`src/rtl/irq_resolver_pkg.sv`:
```
package irq_resolver_pkg;
  localparam int WORD_W = 32;
  localparam int IDX_W  = 5;
  localparam int BANK_W = 2;
  localparam int ID_W   = BANK_W + IDX_W;

  localparam int DIRECT_N = 8;
  localparam int FAST1_LO = 10;
  localparam int FAST1_N  = 5;
  localparam int FAST2_LO = 15;
  localparam int FAST2_N  = 6;
  localparam int SUM1_BIT = 8;
  localparam int SUM2_BIT = 9;
  localparam int LIVE_HI  = FAST2_LO + FAST2_N - 1;

  // fast-path lookup lists, entry k in bits [k*5 +: 5]
  localparam logic [FAST1_N*IDX_W-1:0] FAST1_LUT =
    {5'd19, 5'd18, 5'd10, 5'd9, 5'd7};
  localparam logic [FAST2_N*IDX_W-1:0] FAST2_LUT =
    {5'd30, 5'd25, 5'd24, 5'd23, 5'd22, 5'd21};

  typedef struct packed {
    logic            valid;
    logic            fault;
    logic [ID_W-1:0] id;
  } pick_t;

  function automatic logic [ID_W-1:0] make_id(input logic [BANK_W-1:0] bank,
                                              input logic [IDX_W-1:0] idx);
    return {bank, idx};
  endfunction
endpackage

```
`src/rtl/irq_lsb_finder.sv`:
```
module irq_lsb_finder #(
  parameter int W  = 8,
  parameter int IW = (W > 1) ? $clog2(W) : 1
) (
  input  logic [W-1:0]  vec,
  output logic          any,
  output logic [IW-1:0] idx
);
  always_comb begin
    any = |vec;
    idx = '0;
    for (int i = W - 1; i >= 0; i--) begin
      if (vec[i]) idx = IW'(i);
    end
  end
endmodule

```
`src/rtl/irq_fast_map.sv`:
```
module irq_fast_map #(
  parameter int N  = 5,
  parameter int IW = 3,
  parameter logic [N*irq_resolver_pkg::IDX_W-1:0] LUT = '0
) (
  input  logic [IW-1:0]                      pos,
  output logic [irq_resolver_pkg::IDX_W-1:0] bank_idx
);
  import irq_resolver_pkg::*;
  logic [IDX_W-1:0] entry [N];

  generate
    for (genvar k = 0; k < N; k++) begin : g_entry
      assign entry[k] = LUT[k*IDX_W +: IDX_W];
    end
  endgenerate

  always_comb begin
    bank_idx = '0;
    for (int k = 0; k < N; k++) begin
      if (pos == IW'(k)) bank_idx = entry[k];
    end
  end
endmodule

```
`src/rtl/irq_priority_select.sv`:
```
module irq_priority_select
  import irq_resolver_pkg::*;
(
  input  logic [WORD_W-1:0] summary_word,
  input  logic [WORD_W-1:0] bank1_word,
  input  logic [WORD_W-1:0] bank2_word,
  output pick_t             pick
);
  localparam int DIW = $clog2(DIRECT_N);
  localparam int F1W = $clog2(FAST1_N);
  localparam int F2W = $clog2(FAST2_N);

  logic           dir_any, f1_any, f2_any, b1_any, b2_any;
  logic [DIW-1:0] dir_idx;
  logic [F1W-1:0] f1_pos;
  logic [F2W-1:0] f2_pos;
  logic [IDX_W-1:0] f1_idx, f2_idx, b1_idx, b2_idx;

  irq_lsb_finder #(.W(DIRECT_N)) u_direct (
    .vec(summary_word[DIRECT_N-1:0]), .any(dir_any), .idx(dir_idx));
  irq_lsb_finder #(.W(FAST1_N)) u_fast1 (
    .vec(summary_word[FAST1_LO +: FAST1_N]), .any(f1_any), .idx(f1_pos));
  irq_lsb_finder #(.W(FAST2_N)) u_fast2 (
    .vec(summary_word[FAST2_LO +: FAST2_N]), .any(f2_any), .idx(f2_pos));
  irq_lsb_finder #(.W(WORD_W)) u_scan1 (
    .vec(bank1_word), .any(b1_any), .idx(b1_idx));
  irq_lsb_finder #(.W(WORD_W)) u_scan2 (
    .vec(bank2_word), .any(b2_any), .idx(b2_idx));

  irq_fast_map #(.N(FAST1_N), .IW(F1W), .LUT(FAST1_LUT)) u_map1 (
    .pos(f1_pos), .bank_idx(f1_idx));
  irq_fast_map #(.N(FAST2_N), .IW(F2W), .LUT(FAST2_LUT)) u_map2 (
    .pos(f2_pos), .bank_idx(f2_idx));

  always_comb begin
    pick = '0;
    if (dir_any) begin
      pick.valid = 1'b1;
      pick.id    = make_id(2'd0, IDX_W'(dir_idx));
    end else if (f1_any) begin
      pick.valid = 1'b1;
      pick.id    = make_id(2'd1, f1_idx);
    end else if (f2_any) begin
      pick.valid = 1'b1;
      pick.id    = make_id(2'd2, f2_idx);
    end else if (summary_word[SUM1_BIT]) begin
      pick.valid = b1_any;
      pick.fault = !b1_any;
      pick.id    = b1_any ? make_id(2'd1, b1_idx) : '0;
    end else if (summary_word[SUM2_BIT]) begin
      pick.valid = b2_any;
      pick.fault = !b2_any;
      pick.id    = b2_any ? make_id(2'd2, b2_idx) : '0;
    end
  end
endmodule

```
`src/rtl/irq_source_resolver.sv`:
```
module irq_source_resolver
  import irq_resolver_pkg::*;
(
  input  logic              clk,
  input  logic              rst_n,
  input  logic [WORD_W-1:0] summary_word,
  input  logic [WORD_W-1:0] bank1_word,
  input  logic [WORD_W-1:0] bank2_word,
  input  logic              out_ready,
  output logic              out_valid,
  output logic [ID_W-1:0]   out_id,
  output logic              err_pulse
);
  pick_t pick;
  logic  fault_q;
  logic  load;

  irq_priority_select u_select (
    .summary_word(summary_word),
    .bank1_word  (bank1_word),
    .bank2_word  (bank2_word),
    .pick        (pick)
  );

  assign load = !out_valid || out_ready;

  always_ff @(posedge clk or negedge rst_n) begin
    if (!rst_n) begin
      out_valid <= 1'b0;
      out_id    <= '0;
      fault_q   <= 1'b0;
      err_pulse <= 1'b0;
    end else begin
      if (load) begin
        out_valid <= pick.valid;
        out_id    <= pick.id;
      end
      fault_q   <= pick.fault;
      err_pulse <= pick.fault && !fault_q;
    end
  end
endmodule

```
`config.mk`:
```
export PLATFORM = sky130hd
export DESIGN_NAME = irq_source_resolver
export DESIGN_NICKNAME = d
export VERILOG_FILES = /design/src/rtl/irq_resolver_pkg.sv /design/src/rtl/irq_lsb_finder.sv /design/src/rtl/irq_fast_map.sv /design/src/rtl/irq_priority_select.sv /design/src/rtl/irq_source_resolver.sv
export SDC_FILE = /design/constraint.sdc
export NUM_CORES = 1
export LEC_CHECK = 0
export CORE_MARGIN = 4
export CORE_UTILIZATION = 28
export CTS_CLUSTER_DIAMETER = 40
export CTS_CLUSTER_SIZE = 14
export DETAILED_ROUTE_END_ITERATION = 10
export GPL_TIMING_DRIVEN = 0
export HOLD_SLACK_MARGIN = 0.05
export PLACE_DENSITY = 0.65
export SYNTH_ARGS = -nofsm -noshare
export SYNTH_HDL_FRONTEND = slang
export SYNTH_SLANG_ARGS = --single-unit
```
`constraint.sdc`:
```
create_clock -name clk -period 4 [get_ports clk]
set_input_delay 0.8 -clock clk [delete_from_list [all_inputs] [get_ports clk]]
set_output_delay 0.8 -clock clk [all_outputs]
set_load 0.1 [all_outputs]
```
==> impl_results.md, run 1 <==
- Status: completed
- Multi-input logic area: 1140 sq um
- Static Leak: 0.000902 uW
- Diodes inserted: 0
- Max H-tree Level: 1
- CTS buffer count: 3
- Die X-Extent: 80.2 um
- CTS Root Cell: clkbuf_8
- Max FO, Critical Path: 4
- Largest net degree at the start of global routing: 11
- Top sig layer: met4
- Ys flop type: dfrtp_1
- Port Buffer Count: 96
- Placed Cells: 388
- Endpoints failing hold: 0
- GRT Resource Usage Total: 15.5%
- Row cnt: 26
- Final wirelength: 5260 um
- Setup violators final: 0
- Hold_buf cts: 0
- Fin cells: 392
- Pre-CTS setup slack: 955 ps
- RSZ-0062 raised after global routing: no
- Max Cap Viol: 0
- Part of the power in registers: 24.6%
- Critical path class: in2reg
- CP arrival: 2960 ps
- Final ANT Viol Nets: 0
- Number of synthesized flops with an enable pin: 0
- Sw Pwr: 132 uW
- Initial antenna violation count: 0
- Sink Count: 10
- Post-CTS sizing: 0
- Drt initial violations: 122
- Met3 wire len: 396 um
- Vias in the first global route: 1,916
- Clock Pin Slew Worst Setup and Hold Paths: 50 ps
- Rel. slew slack: 34.7%
- Synth Cell Area: 1460 sq um
- Setup_tns: 0 ps
- Cells after synthesis: 222
- Max Clk Rate: 358 MHz
- Final min period: 2800 ps
- Synth cell count leaders: nor2_1 (34), nor4_1 (25), a21oi_1 (19)
- Combinational Power Share: 45.5%
- Asr flop ratio synth: 100%
- Seq/Total Area, Yosys: 17.1%
- Longest Clk Path Bufs: 2
- Placer congestion estimate: 0.811
- CTS tree: yes
- Clock share of power: 29.9%
- Fin crit share: 69.9%
- Kind of end point of the critical path: register
- Tightest Pin Transition: 976 ps
- Core Util, Final: 50.5%
- Die Y: 80.2 um
- CP required: 4160 ps
- Drt via density: 5.33
- Syn_nets: 321
- Slew Viols, Final: 0
- Post-CTS setup buffers: 0
- GRT overflow: 0
- Fill count: 531
- Final setup margin: 1200 ps
- Die Area: 6440 sq um
- DRT met1 WL: 2160 um
- Yosys warnings: 0
- CORE AREA: 5070 sq um
- Wire length of the first global-routing pass: 8220 um
- #FFs+latches synth: 10
- Register area: 250 sq um
- Switching part of the total power: 31.0%
- Remaining DRCs: 0
- Starting Density: 28.8%
- Top area cells in the synthesized netlist: dfrtp_1 (17%), nor4_1 (11%), nor2_1 (8.7%), a21oi_1 (6.5%), o21ai_0 (5.5%)
- Met2 Wirelength: 2650 um
- Reg2reg setup slack: 2500 ps
- Synth Area per Inst: 6.58 sq um
- # IOs: 108
- Worst min path class: reg2reg
- Vias: 2,089
- Worst skew pair latency: 240 ps
- Synth unique cells: 48
- Share of cells above drive strength 1: 4.35%
- Pre-antenna DRT Iters: 4
- Top cell type's share of synthesized area: 17.1%
- Worst VDD drop: 0.0761 mV
- Setup Skew: 0.929 ps
- Largest area contributor in the netlist: dfrtp_1
- Startpoint types: input pin
- Design internal power: 294 uW
- Area Overhead vs Synth: 75.5%
- Routed len/inst: 13.4 um
- Dpl hpwl: 4640 um
- Fin nets: 422
- Count leader, synth: nor2_1
- Pwr/cell area: 166 nW/um^2
critical path, cell delays in order:
cell and delay (ps):
clkdlybuf4s50_1 450, or3_4 400, or4_4 460, nor3_4 250, nand2_1 60, or3_1 360, a31oi_1 180
final cells by class:
cell class                      count  area share (%)
Buffer                              1           0.146
Tap cell                           70            3.41
Inverter                           18            2.63
Multi-Input combinational cell    193            44.4
Timing Repair Buffer               96            37.5
Sequential cell                    10            9.76
Clock buffer                        4            2.15
path summary, 6_finish.rpt:
| path | cells past startpoint | to | start |
|---|---|---|---|
| worst max-delay path | 7 | out_id[1]$_DFFE_PN0P_ | summary_word[16] |
| worst min-delay path | 1 | err_pulse$_DFF_PN0_ | fault_q$_DFF_PN0_ |
| worst max register to register | 5 | out_id[0]$_DFFE_PN0P_ | out_valid$_DFFE_PN0P_ |
| worst min register to register | 1 | err_pulse$_DFF_PN0_ | fault_q$_DFF_PN0_ |
| max in group asynchronous | 1 | out_id[2]$_DFFE_PN0P_ | rst_n |
| min in group asynchronous | 1 | out_id[6]$_DFFE_PN0P_ | rst_n |
power by group through the flow:
stage          clock (uW)  sequential [uW]  combinational (uW)
6_report              128              105                 194
5_1_grt               135              105                 210
4_1_cts               130              105                 195
3_5_place_dp            0              107                 194
3_3_place_gp            0              107                 193
2_1_floorplan           0              124                46.5
layout by cell type (no fill, tap or decap), types with 2 or more instances in the layout:
| cell | n |
|---|---|
| nor4_2 | 2 |
| o21ai_1 | 2 |
| nand2_1 | 12 |
| o211ai_1 | 2 |
| clkbuf_8 | 4 |
| nand4_1 | 5 |
| o21ai_0 | 16 |
| a211oi_1 | 2 |
| nand2b_1 | 4 |
| nand3_1 | 5 |
| clkdlybuf4s50_1 | 96 |
| o21a_1 | 2 |
| nor3_1 | 13 |
| o41ai_1 | 3 |
| inv_1 | 18 |
| nor4b_1 | 2 |
| nor4_1 | 25 |
| a2111oi_0 | 3 |
| a21oi_1 | 19 |
| o31ai_1 | 5 |
| nand3b_1 | 2 |
| dfrtp_1 | 10 |
| nor2_1 | 34 |
| or4_1 | 3 |
| a31oi_1 | 8 |
layer usage:
layer  global-route usage [%]  up-vias
li1                         -     1085
met1                     18.5      933
met2                     28.1       65
met3                     3.36        6
met4                     3.55        0
met5                        0        -
logic make-up after synthesis:
group	share of synthesized area, %
AOI/OAI and AO/OA	33.7
and+or+nand+nor	44.3
buffers and inverters	4.88
DFF	17.1
registers in the layout, summed over array words and instances (netlist names):
| name | count |
|---|---|
| out_valid | 1 |
| fault_q | 1 |
| out_id | 7 |
| err_pulse | 1 |
through the flow:
| step | hold WS, ps | total power, uW | area [sq um] |
|---|---|---|---|
| after floorplan | 386 | 170 | 1460 |
| after global placement | 401 | 299 | 2510 |
| after detailed placement | 404 | 300 | 2510 |
| after CTS | 411 | 429 | 2560 |
| after global routing | 424 | 450 | 2560 |
| final | 412 | 426 | 2560 |
Power figures use the tool's default switching activity.
==> inputs of run 2 (changes only) <==
Settings changed: PLACE_DENSITY 0.65 to 0.68.
Clock period 4 ns to 2.5 ns, I/O delays scaled along.
==> run 2 against run 1 <==
- flip-flop and latch count stayed put
- clock-buffer cell count is 1 lower
- combinational power is 66% higher
- core utilization is 1.5 points higher
- sequential power is 60% higher
- final cell count is 0.26% higher
- largest power group unchanged
==> impl_results.md, run 2 (synthesis results as in run 1) <==
- Status: completed (unchanged)
- Worst min path class: reg2reg (unchanged)
- Clock Pin Slew Worst Setup and Hold Paths: 40 ps (was 50 ps)
- Max FFs per register: 7 (unchanged)
- CP arrival: 2580 ps (was 2960 ps)
- Fin area: 2640 sq um (was 2560 sq um)
- Rel. slew slack: 34.5% (was 34.7%)
- Endpoints failing hold: 0 (unchanged)
- CORE AREA: 5070 sq um (unchanged)
- GRT overflow: 0 (unchanged)
- Most common cell after layout, fill and taps aside: clkdlybuf4s50_1 (unchanged)
- Remaining DRCs: 0 (unchanged)
- Diodes inserted: 0 (unchanged)
- Fin nets: 424 (was 422)
- Largest register by flop count: out_id (unchanged)
- Placed instance area: 2510 sq um (unchanged)
- Worst skew pair latency: 230 ps (was 240 ps)
- # IOs: 108 (unchanged)
- Die Y: 80.2 um (unchanged)
- Final ANT Viol Nets: 0 (unchanged)
- Slew Viols, Final: 0 (unchanged)
- FF-to-FF path depth: 5 (unchanged)
- Final wirelength: 5460 um (was 5260 um)
- Most frequent cells in the layout: clkdlybuf4s50_1 (96), nor2_1 (34), a21oi_1 (19) (was clkdlybuf4s50_1 (96), nor2_1 (34), nor4_1 (25))
- Hold_buf cts: 0 (unchanged)
- Die Area: 6440 sq um (unchanged)
- Reg2reg start: out_valid$_DFFE_PN0P_ (unchanged)
- Initial antenna violation count: 0 (unchanged)
- Sink Count: 10 (unchanged)
- Worst VDD drop: 0.229 mV (was 0.0761 mV)
- Total power: 652 uW (was 426 uW)
- Drt initial violations: 132 (was 122)
- Die X-Extent: 80.2 um (unchanged)
- Setup violators final: 0 (unchanged)
- Critical hold path startpoint: fault_q$_DFF_PN0_ (unchanged)
- Port Buffer Count: 96 (unchanged)
- CTS Root Cell: clkbuf_8 (unchanged)
- Dpl hpwl: 4720 um (was 4640 um)
- Kind of end point of the critical path: register (unchanged)
- Worst Setup SP: summary_word[15] (was summary_word[16])
- CTS buffer count: 3 (unchanged)
- Vias in the first global route: 1,995 (was 1,916)
- CTS tree: yes (unchanged)
- Max Cap Viol: 0 (unchanged)
- Static Leak: 0.000913 uW (was 0.000902 uW)
- Longest Clk Path Bufs: 2 (unchanged)
- Fin Hold WS: 408 ps (was 412 ps)
- Worst hold stages: 1 (unchanged)
- Setup Skew: 0.635 ps (was 0.929 ps)
- Max FO, Critical Path: 4 (unchanged)
- Fin crit share: 97.0%
- Pwr/cell area: 247 nW/um^2 (was 166 nW/um^2)
- Drt via density: 5.40 (was 5.33)
- Largest net degree at the start of global routing: 11 (unchanged)
- GRT Resource Usage Total: 15.7% (was 15.5%)
- Starting Density: 28.8% (unchanged)
- Final min period: 2430 ps
- Row cnt: 26 (unchanged)
- Routed len/inst: 13.9 um (was 13.4 um)
- Max H-tree Level: 1 (unchanged)
- CP required: 2650 ps (was 4160 ps)
- Share of cells above drive strength 1: 7.43% (was 4.35%)
- Critical path class: in2reg (unchanged)
- Placer congestion estimate: 0.823 (was 0.811)
- Wire length of the first global-routing pass: 8330 um (was 8220 um)
- Area Overhead vs Synth: 80.7% (was 75.5%)
- Core Util, Final: 52.0% (was 50.5%)
- Tightest Pin Transition: 979 ps (was 976 ps)
- Startpoint types: input pin (unchanged)
- Max Clk Rate: 412 MHz
- Vias: 2,122 (was 2,089)
- Pre-antenna DRT Iters: 4 (unchanged)
-- run 2: cell types whose count changed in the layout (fill, tap and decap cells not counted), sizes merged --
cell,delta
buf,+2
clkbuf,-1
-- run 2: report_power, final --
group          internal (uW)  total (uW)  leakage, uW  switching [uW]
Sequential               166         168     0.000131            2.07
Clock                    105         161    0.0000216            56.4
Combinational            169         323     0.000761             154
Total                    440         652     0.000913             212
-- run 2: metal layers --
metal / vias to the layer above / global-route usage [%] / part of all wire [%]
li1: 1086 / - / -
met1: 963 / 18.5 / 41
met2: 69 / 29.3 / 52
met3: 4 / 3.03 / 7.2
met4: 0 / 2.70 / 0.49
met5: - / 0 / 0
-- run 2: per-stage QoR --
| stage | setup slack [ps] | TNS (ps) | instances |
|---|---|---|---|
| finish | 74.3 | 0 | 393 |
| global route | -0.566 | -0.566 | 393 |
| CTS | 22.6 | 0 | 392 |
| detailed placement | -246 | -1050 | 388 |
| global placement | -227 | -857 | 388 |
| floorplan | 389 | 0 | 222 |
-- run 2: timing repair --
action / in CTS / in global routing
setup buffers: 1 / 1
setup endpoints to repair: 2 / 4
gates cloned: 0 / 0
pin swaps: 1 / 1
resized for setup: 1 / 10
-- run 2: critical path: stages --
cell	delay, ps
clkdlybuf4s50_1	440
or3_4	420
or4_4	460
nor3_4	190
nand2_1	60
or3_1	340
a31oi_1	180
-- run 2: path summary, 6_finish.rpt --
| check | endpoint | slack (ps) |
|---|---|---|
| worst max-delay path | out_id[1]$_DFFE_PN0P_ | 70 |
| worst min-delay path | err_pulse$_DFF_PN0_ | 410 |
| worst max register to register | out_id[0]$_DFFE_PN0P_ | 930 |
| worst min register to register | err_pulse$_DFF_PN0_ | 410 |
| max in group asynchronous | out_id[2]$_DFFE_PN0P_ | 1620 |
| min in group asynchronous | out_id[5]$_DFFE_PN0P_ | 580 |
-- run 2: final cells by class --
type / instances / area (sq um)
tap: 70 / 87.6
multi-input combinational: 193 / 1210
clock buffer: 3 / 41.3
inverter: 18 / 67.6
timing repair buffer: 98 / 976
buffer: 1 / 3.75
fill: 533 / 2430
sequential: 10 / 250
==> inputs of run 3 (changes only) <==
Settings changed: PLACE_DENSITY 0.68 to 0.71.
==> run 3 against run 2 <==
- largest power group unchanged
- clock skew increased by 0.63 ps
- routed wire length decreased by 0.37%
- final cell count unchanged
- total power decreased by 0.66%
- clock-buffer cell count unchanged
==> impl_results.md, run 3 (synthesis results as in run 1) <==
- Status: completed (unchanged)
- Fin Hold WS: 407 ps (was 408 ps)
- Setup violators final: 0 (unchanged)
- Critical path class: in2reg (unchanged)
- Static Leak: 0.000914 uW (was 0.000913 uW)
- RSZ-0062 raised after global routing: no
- CP required: 2620 ps (was 2650 ps)
- Startpoint types: input pin (unchanged)
- Max H-tree Level: 1 (unchanged)
- Die Area: 6440 sq um (unchanged)
- Worst skew pair latency: 230 ps (about the same)
- Remaining DRCs: 0 (unchanged)
- Hold_buf cts: 0 (unchanged)
- Wire length of the first global-routing pass: 8420 um (was 8330 um)
- Setup Skew: 1.27 ps (was 0.635 ps)
- Drt via density: 5.40 (about the same)
- CP arrival: 2540 ps (was 2580 ps)
- Die X-Extent: 80.2 um (unchanged)
- CTS Root Cell: clkbuf_8 (unchanged)
- Worst min path class: reg2reg (unchanged)
- Clock Pin Slew Worst Setup and Hold Paths: 40 ps (about the same)
- Kind of end point of the critical path: register (unchanged)
- Drt initial violations: 80 (was 132)
- Largest register by flop count: out_id (unchanged)
- Pwr/cell area: 246 nW/um^2 (was 247 nW/um^2)
- Starting Density: 28.8% (unchanged)
- Vias: 2,123 (was 2,122)
- Most common cell after layout, fill and taps aside: clkdlybuf4s50_1 (unchanged)
- Placed instance area: 2510 sq um (unchanged)
- Worst hold stages: 1 (unchanged)
- Slew Viols, Final: 0 (unchanged)
- CP Cell Sequence: clkdlybuf4s50_1 -> nor4_1 -> nand4_1 -> o21ai_1 -> o21ai_0 -> a22o_1 (was clkdlybuf4s50_1 -> or3_4 -> or4_4 -> nor3_4 -> nand2_1 -> or3_1 -> a31oi_1)
- CORE AREA: 5070 sq um (unchanged)
- Fin nets: 424 (unchanged)
- FF-to-FF path depth: 4 (was 5)
- Fin crit share: 96.9% (was 97.0%)
- Port Buffer Count: 96 (unchanged)
- Worst path max stage delay: 520 ps (was 460 ps)
- Share of cells above drive strength 1: 7.12% (was 7.43%)
- Pre-antenna DRT Iters: 4 (unchanged)
- Diodes inserted: 0 (unchanged)
- Max Clk Rate: 413 MHz (was 412 MHz)
- Rel. slew slack: 34.0% (was 34.5%)
- Die Y: 80.2 um (unchanged)
- # IOs: 108 (unchanged)
- Max Cap Viol: 0 (unchanged)
- Placer congestion estimate: 0.831 (was 0.823)
- Longest Clk Path Bufs: 2 (unchanged)
- Final ANT Viol Nets: 0 (unchanged)
- Largest net degree at the start of global routing: 11 (unchanged)
- Endpoints failing hold: 0 (unchanged)
- Final wirelength: 5440 um (was 5460 um)
- Area Overhead vs Synth: 80.1% (was 80.7%)
- Dpl hpwl: 4710 um (was 4720 um)
- CTS tree: yes (unchanged)
- GRT overflow: 0 (unchanged)
- GRT Resource Usage Total: 15.8% (was 15.7%)
- Max FO, Critical Path: 6 (was 4)
- Max stage delay cell, worst path: nor4_1 (was or4_4)
- CTS buffer count: 3 (unchanged)
- Routed len/inst: 13.8 um (was 13.9 um)
- Most frequent cells in the layout: clkdlybuf4s50_1 (96), nor2_1 (34), a21oi_1 (19) (unchanged)
- Tightest Pin Transition: 987 ps (was 979 ps)
- Max FFs per register: 7 (unchanged)
- Worst VDD drop: 0.136 mV (was 0.229 mV)
- Row cnt: 26 (unchanged)
- Sink Count: 10 (unchanged)
- Initial antenna violation count: 0 (unchanged)
- Vias in the first global route: 1,993 (was 1,995)
- Core Util, Final: 51.9% (was 52.0%)
- Fin area: 2630 sq um (was 2640 sq um)
- Final min period: 2420 ps (was 2430 ps)
[run 3: cell counts in the layout (fill, tap and decap cells not counted)]
No cell type changed its count.
[run 3: layout make-up]
type,count,area (sq um)
timing repair buffer,98,976
sequential,10,250
inverter,18,67.6
clock buffer,3,41.3
buffer,1,3.75
tap,70,87.6
multi-input combinational,193,1210
fill,523,2440
[run 3: final timing paths]
check,start,end,slack (ps)
hold reg to reg,fault_q$_DFF_PN0_,err_pulse$_DFF_PN0_,410
hold / removal,fault_q$_DFF_PN0_,err_pulse$_DFF_PN0_,410
setup reg to reg,out_valid$_DFFE_PN0P_,out_id[6]$_DFFE_PN0P_,990
min in group asynchronous,rst_n,out_id[0]$_DFFE_PN0P_,580
setup / recovery,bank1_word[16],out_id[5]$_DFFE_PN0P_,80
max in group asynchronous,rst_n,out_valid$_DFFE_PN0P_,1630
[run 3: what timing repair did]
action | in CTS | in global routing
cloned | 0 | 0
setup buffers | 1 | 1
gates resized for setup | 1 | 9
pin swaps | 1 | 2
setup endpoints to repair | 2 | 6
[run 3: power by group]
part           internal [uW]  switching (uW)  total [uW]
logic                    169             151         320
clock network            105            54.8         159
registers                166            2.18         169
[run 3: worst max-delay path, delay by kind of cell]
| kind | cells | cell delay (ps) |
|---|---|---|
| AOI/OAI and AO/OA | 3 | 820 |
| and+or+nand+nor | 2 | 740 |
| buffers and inverters | 1 | 470 |
[run 3: per-stage QoR]
stage | std cells | power [uW] | setup WS (ps) | TNS (ps)
floorplan | 222 | 273 | 389 | 0
global placement | 388 | 477 | -231 | -814
detailed placement | 388 | 481 | -266 | -1160
CTS | 392 | 643 | 56.3 | 0
global route | 393 | 688 | 16.8 | 0
finish | 393 | 648 | 76.5 | 0
[run 3: metal layers]
layer  wire (um)  vias to the layer above  GRT usage [%]  share of wire [%]
met3         395                        3           3.25                7.3
met5           0                        -              0                  0
met4          27                        0           2.87               0.50
met2        2780                       61           29.2                 51
li1            -                     1089              -                  -
met1        2240                      970           18.7                 41
